## src/rtl/cwf_pkg.sv

```systemverilog
package cwf_pkg;

    typedef enum logic {
        FILL_IDLE = 1'b0,
        FILL_BUSY = 1'b1
    } fill_phase_e;

endpackage

```

## src/rtl/cwf_wrap_seq.sv

```systemverilog
// Next word slot and beat count for one accepted response beat.
module cwf_wrap_seq #(
    parameter int OFF_W = 3
) (
    input  logic [OFF_W-1:0] ptr_i,
    input  logic [OFF_W-1:0] cnt_i,
    output logic [OFF_W-1:0] ptr_next_o,
    output logic [OFF_W-1:0] cnt_next_o,
    output logic             first_o,
    output logic             last_o
);
    // The slot width matches the line size, so the increment wraps the line.
    assign ptr_next_o = ptr_i + OFF_W'(1);
    assign cnt_next_o = cnt_i + OFF_W'(1);
    assign first_o    = (cnt_i == '0);
    assign last_o     = &cnt_i;
endmodule

```

## src/rtl/cwf_word_mask.sv

```systemverilog
// Per-slot record of which words of the line have been written.
module cwf_word_mask #(
    parameter int WORDS = 8,
    parameter int OFF_W = $clog2(WORDS)
) (
    input  logic [WORDS-1:0] mask_i,
    input  logic             clear_i,
    input  logic             set_en_i,
    input  logic [OFF_W-1:0] set_idx_i,
    output logic [WORDS-1:0] mask_o
);
    for (genvar w = 0; w < WORDS; w++) begin : g_slot
        always_comb begin
            if (clear_i) begin
                mask_o[w] = 1'b0;
            end else begin
                mask_o[w] = mask_i[w] | (set_en_i && (set_idx_i == OFF_W'(w)));
            end
        end
    end
endmodule

```

## src/rtl/cwf_hazard.sv

```systemverilog
// Hold-off decision for a processor access that hits the line being filled.
module cwf_hazard #(
    parameter int WORDS  = 8,
    parameter int OFF_W  = $clog2(WORDS),
    parameter int LINE_W = 27
) (
    input  logic              busy_i,
    input  logic [LINE_W-1:0] fill_line_i,
    input  logic [WORDS-1:0]  written_i,
    input  logic              acc_valid_i,
    input  logic [LINE_W-1:0] acc_line_i,
    input  logic [OFF_W-1:0]  acc_off_i,
    output logic              stall_o
);
    logic same_line;
    logic word_here;

    assign same_line = (acc_line_i == fill_line_i);
    assign word_here = written_i[acc_off_i];
    assign stall_o   = acc_valid_i & busy_i & same_line & ~word_here;
endmodule

```

## src/rtl/cwf_line_fill.sv

```systemverilog
module cwf_line_fill
    import cwf_pkg::*;
#(
    parameter int ADDR_W   = 32,
    parameter int DATA_W   = 32,
    parameter int WORDS    = 8,
    parameter int WORD_BYT = 4
) (
    input  logic                     clk,
    input  logic                     rst_n,
    input  logic                     miss_valid,
    input  logic [ADDR_W-1:0]        miss_addr,
    output logic                     miss_ready,
    output logic                     mem_req_valid,
    output logic [ADDR_W-1:0]        mem_req_addr,
    input  logic                     rsp_valid,
    input  logic [DATA_W-1:0]        rsp_data,
    output logic                     lb_we,
    output logic [$clog2(WORDS)-1:0] lb_idx,
    output logic [DATA_W-1:0]        lb_wdata,
    output logic                     cpu_data_valid,
    output logic [DATA_W-1:0]        cpu_data,
    output logic                     fill_done,
    input  logic                     acc_valid,
    input  logic [ADDR_W-1:0]        acc_addr,
    output logic                     acc_stall
);
    localparam int OFF_W  = $clog2(WORDS);
    localparam int BYTE_W = $clog2(WORD_BYT);
    localparam int LINE_W = ADDR_W - OFF_W - BYTE_W;

    typedef struct packed {
        fill_phase_e       phase;
        logic [LINE_W-1:0] line;
        logic [OFF_W-1:0]  ptr;
        logic [OFF_W-1:0]  cnt;
        logic [WORDS-1:0]  written;
    } fill_st_t;

    fill_st_t st_d, st_q;

    // Address fields
    logic [LINE_W-1:0] miss_line, acc_line;
    logic [OFF_W-1:0]  miss_off, acc_off;
    logic              unused_byte_bits;

    assign miss_line        = miss_addr[ADDR_W-1 -: LINE_W];
    assign miss_off         = miss_addr[BYTE_W +: OFF_W];
    assign acc_line         = acc_addr[ADDR_W-1 -: LINE_W];
    assign acc_off          = acc_addr[BYTE_W +: OFF_W];
    assign unused_byte_bits = ^{miss_addr[BYTE_W-1:0], acc_addr[BYTE_W-1:0]};

    // Handshake terms
    logic busy, take_miss, beat;
    assign busy      = (st_q.phase == FILL_BUSY);
    assign take_miss = miss_valid & ~busy;
    assign beat      = rsp_valid & busy;

    // Slot sequencing
    logic [OFF_W-1:0] ptr_nx, cnt_nx;
    logic             first_beat, last_beat;

    cwf_wrap_seq #(.OFF_W(OFF_W)) u_seq (
        .ptr_i      (st_q.ptr),
        .cnt_i      (st_q.cnt),
        .ptr_next_o (ptr_nx),
        .cnt_next_o (cnt_nx),
        .first_o    (first_beat),
        .last_o     (last_beat)
    );

    // Written-slot record
    logic [WORDS-1:0] written_nx;

    cwf_word_mask #(.WORDS(WORDS), .OFF_W(OFF_W)) u_mask (
        .mask_i    (st_q.written),
        .clear_i   (take_miss),
        .set_en_i  (beat),
        .set_idx_i (st_q.ptr),
        .mask_o    (written_nx)
    );

    // Processor access hold-off
    cwf_hazard #(.WORDS(WORDS), .OFF_W(OFF_W), .LINE_W(LINE_W)) u_haz (
        .busy_i      (busy),
        .fill_line_i (st_q.line),
        .written_i   (st_q.written),
        .acc_valid_i (acc_valid),
        .acc_line_i  (acc_line),
        .acc_off_i   (acc_off),
        .stall_o     (acc_stall)
    );

    // Next-state
    always_comb begin
        st_d         = st_q;
        st_d.written = written_nx;
        if (take_miss) begin
            st_d.phase = FILL_BUSY;
            st_d.line  = miss_line;
            st_d.ptr   = miss_off;
            st_d.cnt   = '0;
        end else if (beat) begin
            st_d.ptr = ptr_nx;
            st_d.cnt = cnt_nx;
            if (last_beat) begin
                st_d.phase = FILL_IDLE;
            end
        end
    end

    always_ff @(posedge clk) begin
        if (!rst_n) begin
            st_q <= '{phase: FILL_IDLE, line: '0, ptr: '0, cnt: '0, written: '0};
        end else begin
            st_q <= st_d;
        end
    end

    // Outputs
    assign miss_ready     = ~busy;
    assign mem_req_valid  = take_miss;
    assign mem_req_addr   = {miss_line, miss_off, {BYTE_W{1'b0}}};
    assign lb_we          = beat;
    assign lb_idx         = st_q.ptr;
    assign lb_wdata       = rsp_data;
    assign cpu_data_valid = beat & first_beat;
    assign cpu_data       = rsp_data;
    assign fill_done      = beat & last_beat;
endmodule

```

## config.mk

```make
export PLATFORM = sky130hd
export DESIGN_NAME = cwf_line_fill
export DESIGN_NICKNAME = d
export VERILOG_FILES = /design/src/rtl/cwf_pkg.sv /design/src/rtl/cwf_wrap_seq.sv /design/src/rtl/cwf_word_mask.sv /design/src/rtl/cwf_hazard.sv /design/src/rtl/cwf_line_fill.sv
export SDC_FILE = /design/constraint.sdc
export NUM_CORES = 1
export LEC_CHECK = 0
export ABC_AREA = 1
export BUFFER_PORTS_ARGS = -buffer_cell sky130_fd_sc_hd__clkbuf_2
export CAP_MARGIN = 20
export CORE_UTILIZATION = 45
export DETAILED_ROUTE_END_ITERATION = 6
export PLACE_DENSITY = 0.87
export SYNTH_ARGS = -nofsm -noshare
export SYNTH_HDL_FRONTEND = slang
export SYNTH_SLANG_ARGS = --single-unit
```

## constraint.sdc

```tcl
create_clock -name clk -period 3.56 [get_ports clk]
set_input_delay 0.356 -clock clk [delete_from_list [all_inputs] [get_ports clk]]
set_output_delay 0.356 -clock clk [all_outputs]
set_load 0.05 [all_outputs]
```

==> flow_metrics.py, run 1 <==
metrics = {
    "run_status": {
        "outcome": "finished, final reports clean",
    },
    "floorplanning": {
        "num_io_pins": 206,
        "initial_core_util_pct": 47.7,
        "die_h_um": 82.2,
        "fp.dieW_um": 82.2,
        "dieArea_sq_mm": 0.00676,
        "fp-row-count": 28,
        "coreArea_sq_mm": 0.00606,
    },
    "yosys": {
        "seq_area_frac_synth_pct": 29.1,
        "synth-compound-area-share_pct": 11.6,
        "synthMuxAreaShare_pct": 0,
        "avgSynthCellArea_sq_um": 6.86,
        "synth_xor_area_share_pct": 2.12,
        "syn_area_sq_mm": 0.00289,
        "ys_warn_count": 0,
        "synth_fa_ha_area_share_pct": 3.89,
        "yosys_register_bits": 42,
        "synthCells": 422,
        "synth_cell_types": 21,
        "synth-simple-area-share_pct": 19.3,
        "synth_top_family_by_area": "buffers and inverters",
    },
    "grt": {
        "overflow": 0,
        "grt_pass1_wl_um": 9520,
        "grt_max_degree": 45,
        "grtUsageTotal_pct": 18.8,
        "grt_pass1_vias": 2123,
        "antenna_found_initial": 0,
    },
    "timing": {
        "fin_crit_sh_pct": 55.2,
        "worst_pin_slew_ns": 0.691,
        "relSlewSlack_pct": 53.9,
        "fin_worst_skew_ns": 0.00153,
        "rsz0062_at_grt": "false",
        "max_freq_ghz": 0.509,
        "period_minus_slack_ns": 1.97,
        "maxSlewViolCount": 0,
        "tns_ns": 0,
        "hold_viol_final": 0,
        "finalSetupViolCount": 0,
    },
    "power_and_ir_drop": {
        "p_per_area_mw_per_mm2": 415,
        "internal-power_mw": 0.792,
        "p_leak_nw": 1.47,
        "pwr-share-clk_pct": 31.5,
        "p_sw_mw": 0.376,
        "p_seq_share_pct": 44.3,
        "comb_power_share_pct": 24.2,
        "p_sw_share_pct": 32.2,
        "vdd.ir_drop.worst_mv": 0.210,
    },
    "placement": {
        "place_inst": 492,
        "gp_congestion": 0.807,
        "post-dp-hpwl_um": 5110,
        "io_buffers": 103,
        "postPlaceCellArea_sq_mm": 0.00271,
    },
    "final_layout": {
        "final_cell_mix": "clkbuf_2 (103), nand2_1 (79), nor2_1 (53), inv_1 (46), dfxtp_1 (42)",
        "final_common_cell": "clkbuf_2",
        "nNetsFinal": 534,
        "fin_util_pct": 46.4,
        "stdcell_count": 500,
        "drive_above_1_share_pct": 27.1,
        "ff_latch_area_sq_um": 841,
        "fill_cells": 637,
        "design_area_sq_mm": 0.00281,
        "antenna_cells": 0,
        "syn2layout_area_growth_pct": -2.77,
        "multiInputGateArea_sq_mm": 0.00107,
    },
    "clock_tree": {
        "cts_setup_buffers": 0,
        "clock_latency_ns": 0.29,
        "post_cts_resized": 0,
        "max-clock-path-buffers": 2,
        "htreeDepth": 2,
        "holdBufCountCts": 0,
        "cts_sinks": 42,
        "cts_root_buf": "clkbuf_8",
        "path_clk_slew_ns": 0.08,
        "tritoncts": "built",
        "cts_buffers": 5,
    },
    "routing": {
        "drc": 0,
        "routed_wirelength_um": 6260,
        "viasPerCell": 4.66,
        "dr.pass1.iters": 4,
        "ant_nets": 0,
        "vias": 2330,
        "wl_per_cell_um": 12.5,
        "drt_iter0_drc": 62,
    },
    "critical_path": {
        "crit_arrival_ns": 1.61,
        "cp-end-kind": "output pin",
        "start_kind": "flop",
        "cpPeakStageDelay_ns": 0.33,
        "crit_type": "flop to output pin",
        "path_delay_family": "simple AND/OR/NAND/NOR gates",
        "crit_required_ns": 3.20,
        "path_cells": "inv_1 > nand2_1 > nand2_1 > nor2_1 > nand2_1 > nor2_1 > nand3_1 > nor2_1 > clkbuf_2",
        "cp_slowest_cell": "dfxtp_1",
        "crit_path_max_fanout": 2,
        "crit_buf_inv": 2,
    },
    "flow_run": {
        "cap_violations": 0,
    },
    "min_path": {
        "hold_class": "input pin to flop",
    },
}
[cells in the mapped netlist, drive strengths merged]
| cell type | count | area share, % |
|---|---|---|
| nand3b | 2 | 0.52 |
| dfxtp | 42 | 29 |
| a31oi | 8 | 1.7 |
| xnor2 | 7 | 2.1 |
| a21oi | 21 | 3.6 |
| buf | 107 | 27 |
| a211oi | 2 | 0.52 |
| inv | 48 | 6.2 |
| nor2 | 54 | 7.3 |
| ha | 9 | 3.9 |
| o21ai | 33 | 5.7 |
| clkbuf | 2 | 0.26 |
| conb | 1 | 0.13 |
| nand3 | 6 | 1.0 |
| nand2 | 80 | 10 |
[layer usage]
metal	wire length, um	vias to the layer above	global-route usage [%]
li1	-	1209	-
met1	2300	1005	20.0
met2	3390	108	35.9
met3	522	8	4.73
met4	52	0	6.14
met5	0	-	0
[cells by family after synthesis]
family	count (synthesis)
buffers and inverters	157
and+or+nand+nor	142
AOI/OAI and AO/OA	64
DFF	42
adders and majority gates	9
xor gates and xnor gates	7
other	1
[worst paths after layout]
path	from	to	slack (ns)	cells after the start
hold reg to reg	st_q[7]	st_q[7]	0.46	2
setup / recovery	st_q[18]	acc_stall	1.59	9
setup reg to reg	busy	st_q[9]	1.63	4
hold / removal	miss_addr[5]	st_q[14]	0.31	3
[area by class of cell]
| cell class | instances | area share [%] |
|---|---|---|
| clock buffers | 5 | 2.45 |
| inverters | 48 | 6.40 |
| well taps | 75 | 3.33 |
| multi-input cells | 224 | 38.2 |
| repair buffers | 103 | 18.3 |
| clock inverters | 3 | 1.42 |
| flip-flops and latches | 42 | 29.9 |
[power groups by stage]
| stage | Combinational, mW | Clock (mW) | Sequential (mW) |
|---|---|---|---|
| 5_1_grt | 0.312 | 0.399 | 0.521 |
| 3_3_place_gp | 0.278 | 0 | 0.527 |
| 4_1_cts | 0.285 | 0.378 | 0.518 |
| 2_1_floorplan | 0.425 | 0 | 0.524 |
| 6_report | 0.282 | 0.368 | 0.518 |
| 3_5_place_dp | 0.284 | 0 | 0.529 |
[per-stage QoR]
step	worst slack, ns	hold WS [ns]	total power, mW
detailed placement	1.58	0.453	0.813
CTS	1.58	0.301	1.18
global placement	1.62	0.444	0.805
floorplan	1.68	0.430	0.949
finish	1.59	0.308	1.17
global route	1.37	0.307	1.23
[state kept, by name, indices dropped and copies added (netlist names)]
register,cells
busy,1
st_q,38
lb_idx,3
[worst reg2reg max path, stage by stage (launching register included)]
cell      delay [ns]
dfxtp_1         0.46
nor2_4          0.14
inv_2           0.54
nand2_1         0.43
a211oi_1        0.28
No activity file was read; power rests on OpenSTA's default activity.
==> run 2, diff against run 1 <==
--- a/config.mk
+++ b/config.mk
@@ -8,9 +8,9 @@
 export ABC_AREA = 1
 export BUFFER_PORTS_ARGS = -buffer_cell sky130_fd_sc_hd__clkbuf_2
 export CAP_MARGIN = 20
-export CORE_UTILIZATION = 45
+export CORE_UTILIZATION = 42
 export DETAILED_ROUTE_END_ITERATION = 6
-export PLACE_DENSITY = 0.87
+export PLACE_DENSITY = 0.82
 export SYNTH_ARGS = -nofsm -noshare
 export SYNTH_HDL_FRONTEND = slang
 export SYNTH_SLANG_ARGS = --single-unit
==> constraint.sdc (replaced) <==
create_clock -name clk -period 1.92 [get_ports clk]
set_input_delay 0.192 -clock clk [delete_from_list [all_inputs] [get_ports clk]]
set_output_delay 0.192 -clock clk [all_outputs]
set_load 0.05 [all_outputs]
==> flow_metrics.py, run 2 (synthesized netlist as in run 1, its figures left out) <==
metrics = {
    "run_status": {
        "outcome": "finished, final reports clean",
    },
    "floorplanning": {
        "dieArea_sq_mm": 0.00723,
        "num_io_pins": 206,
        "coreArea_sq_mm": 0.00649,
        "fp.dieW_um": 85.0,
        "initial_core_util_pct": 44.6,
        "fp-row-count": 29,
        "die_h_um": 85.0,
    },
    "timing": {
        "finalSetupViolCount": 0,
        "max_freq_ghz": 0.580,
        "hold_viol_final": 0,
        "fin_crit_sh_pct": 89.9,
        "fin_worst_skew_ns": 0.00986,
        "worst_pin_slew_ns": 0.518,
        "maxSlewViolCount": 0,
        "period_minus_slack_ns": 1.73,
        "relSlewSlack_pct": 65.5,
        "rsz0062_at_grt": "false",
        "tns_ns": 0,
    },
    "final_layout": {
        "final_cell_mix": "clkbuf_2 (102), nand2_1 (79), nor2_1 (53), inv_1 (46), dfxtp_1 (41)",
        "final_common_cell": "clkbuf_2",
        "antenna_cells": 0,
        "stdcell_count": 504,
        "regMostFlops": "st_q",
        "drive_above_1_share_pct": 27.2,
        "fin_util_pct": 43.6,
        "syn2layout_area_growth_pct": -2.12,
        "largest_reg_flops": 38,
        "nNetsFinal": 536,
    },
    "placement": {
        "io_buffers": 103,
        "gp_congestion": 0.793,
        "post-dp-hpwl_um": 5340,
        "place_inst": 496,
    },
    "power_and_ir_drop": {
        "comb_power_share_pct": 24.3,
        "p_sw_mw": 0.684,
        "power_mw": 2.16,
        "pwr-share-clk_pct": 31.3,
        "p_per_area_mw_per_mm2": 764,
        "vdd.ir_drop.worst_mv": 0.465,
        "p_seq_share_pct": 44.4,
        "p_leak_nw": 1.47,
        "internal-power_mw": 1.48,
        "p_sw_share_pct": 31.6,
    },
    "clock_tree": {
        "cts_setup_buffers": 0,
        "htreeDepth": 2,
        "tritoncts": "built",
        "clock_latency_ns": 0.29,
        "max-clock-path-buffers": 2,
        "holdBufCountCts": 0,
        "cts_sinks": 42,
        "cts_root_buf": "clkbuf_8",
        "path_clk_slew_ns": 0.08,
        "cts_buffers": 5,
    },
    "critical_path": {
        "cp_slowest_cell": "dfxtp_2",
        "crit_type": "flop to output pin",
        "crit_buf_inv": 1,
        "r2r-start": "busy",
        "crit_top_cell": "nor2_1",
        "cp-end-kind": "output pin",
        "crit_required_ns": 1.73,
        "path_delay_family": "simple AND/OR/NAND/NOR gates",
        "crit_path_max_fanout": 4,
        "path_cells": "nand2_1 > nor2_1 > nand2_1 > nor2_1 > nand3b_1 > nor2_1 > clkbuf_4",
        "start_kind": "flop",
        "crit_arrival_ns": 1.53,
        "rrSetupSlack_ns": 0.62,
        "r2r-end": "st_q[25]",
        "cp_num_cells": 7,
        "rr_worst_depth": 5,
        "cpPeakStageDelay_ns": 0.38,
    },
    "routing": {
        "ant_nets": 0,
        "wl_per_cell_um": 12.8,
        "dr.pass1.iters": 4,
        "viasPerCell": 4.66,
        "drc": 0,
        "drt_iter0_drc": 109,
        "routed_wirelength_um": 6430,
        "vias": 2350,
    },
    "grt": {
        "antenna_found_initial": 0,
        "grt_max_degree": 33,
        "grt_pass1_wl_um": 9870,
        "grtUsageTotal_pct": 17.3,
        "overflow": 0,
        "grt_pass1_vias": 2091,
    },
    "min_path": {
        "hp-start": "miss_addr[25]",
        "hold_depth": 3,
        "hold_class": "input pin to flop",
        "hold_end": "st_q[34]",
    },
    "flow_run": {
        "cap_violations": 0,
    },
}
run 2: cell count changes in the layout (fill, tap and decap cells not counted):
cell	before	now
buf_4	0	2
clkbuf_1	0	2
clkinv_2	2	0
clkbuf_2	103	102
clkbuf_4	0	1
dfxtp_1	42	41
dfxtp_2	0	1
run 2: worst reg2reg max path, cell delays in order, from the launching register on:
cell,delay (ns)
dfxtp_2,0.38
nor2_4,0.05
inv_2,0.17
buf_4,0.36
o21ai_0,0.14
a21oi_1,0.13
run 2: cell type report:
cell class / count / area (sq um)
inverters: 48 / 180
clock inverters: 1 / 30.0
well taps: 77 / 96.3
clock buffers: 7 / 76.3
repair buffers: 105 / 533
fillers: 677 / 3660
multi-input cells: 224 / 1070
flip-flops and latches: 42 / 842
run 2: power by group through the flow:
stage	Combinational (mW)	Clock (mW)	Sequential (mW)
after detailed placement	0.526	0	0.981
after global placement	0.519	0	0.978
final	0.525	0.678	0.961
after CTS	0.528	0.691	0.961
after floorplan	0.788	0	0.972
after global routing	0.578	0.734	0.968
run 2: what timing repair did:
action	CTS	global route
setup endpoints to repair	0	1
endpoints found under the hold margin	0	0
gates resized for setup	0	3
run 2: how the worst max path moves through the flow:
| stage | startpoint | to | slack, ns |
|---|---|---|---|
| global placement | busy | acc_stall | 0.41 |
| floorplan | busy | cpu_data_valid | 0.21 |
| detailed placement | busy | acc_stall | 0.40 |
| CTS | busy | acc_stall | 0.07 |
| global route | busy | acc_stall | 0.05 |
| finish | busy | acc_stall | 0.19 |
run 2: routing by layer:
layer  part of all wire, %  vias to the layer above  track usage, %
li1                      -                     1215               -
met4                   1.2                        0            4.62
met3                   8.8                        8            5.64
met2                    53                      116            33.7
met5                     0                        -               0
met1                    37                     1011            17.6
run 2: stage by stage:
stage | setup WS, ns | cell area [sq um] | hold WS [ns]
floorplan | 0.207 | 2900 | 0.327
global placement | 0.412 | 2720 | 0.384
detailed placement | 0.403 | 2720 | 0.384
CTS | 0.0699 | 2830 | 0.136
global route | 0.0516 | 2830 | 0.149
finish | 0.194 | 2830 | 0.139
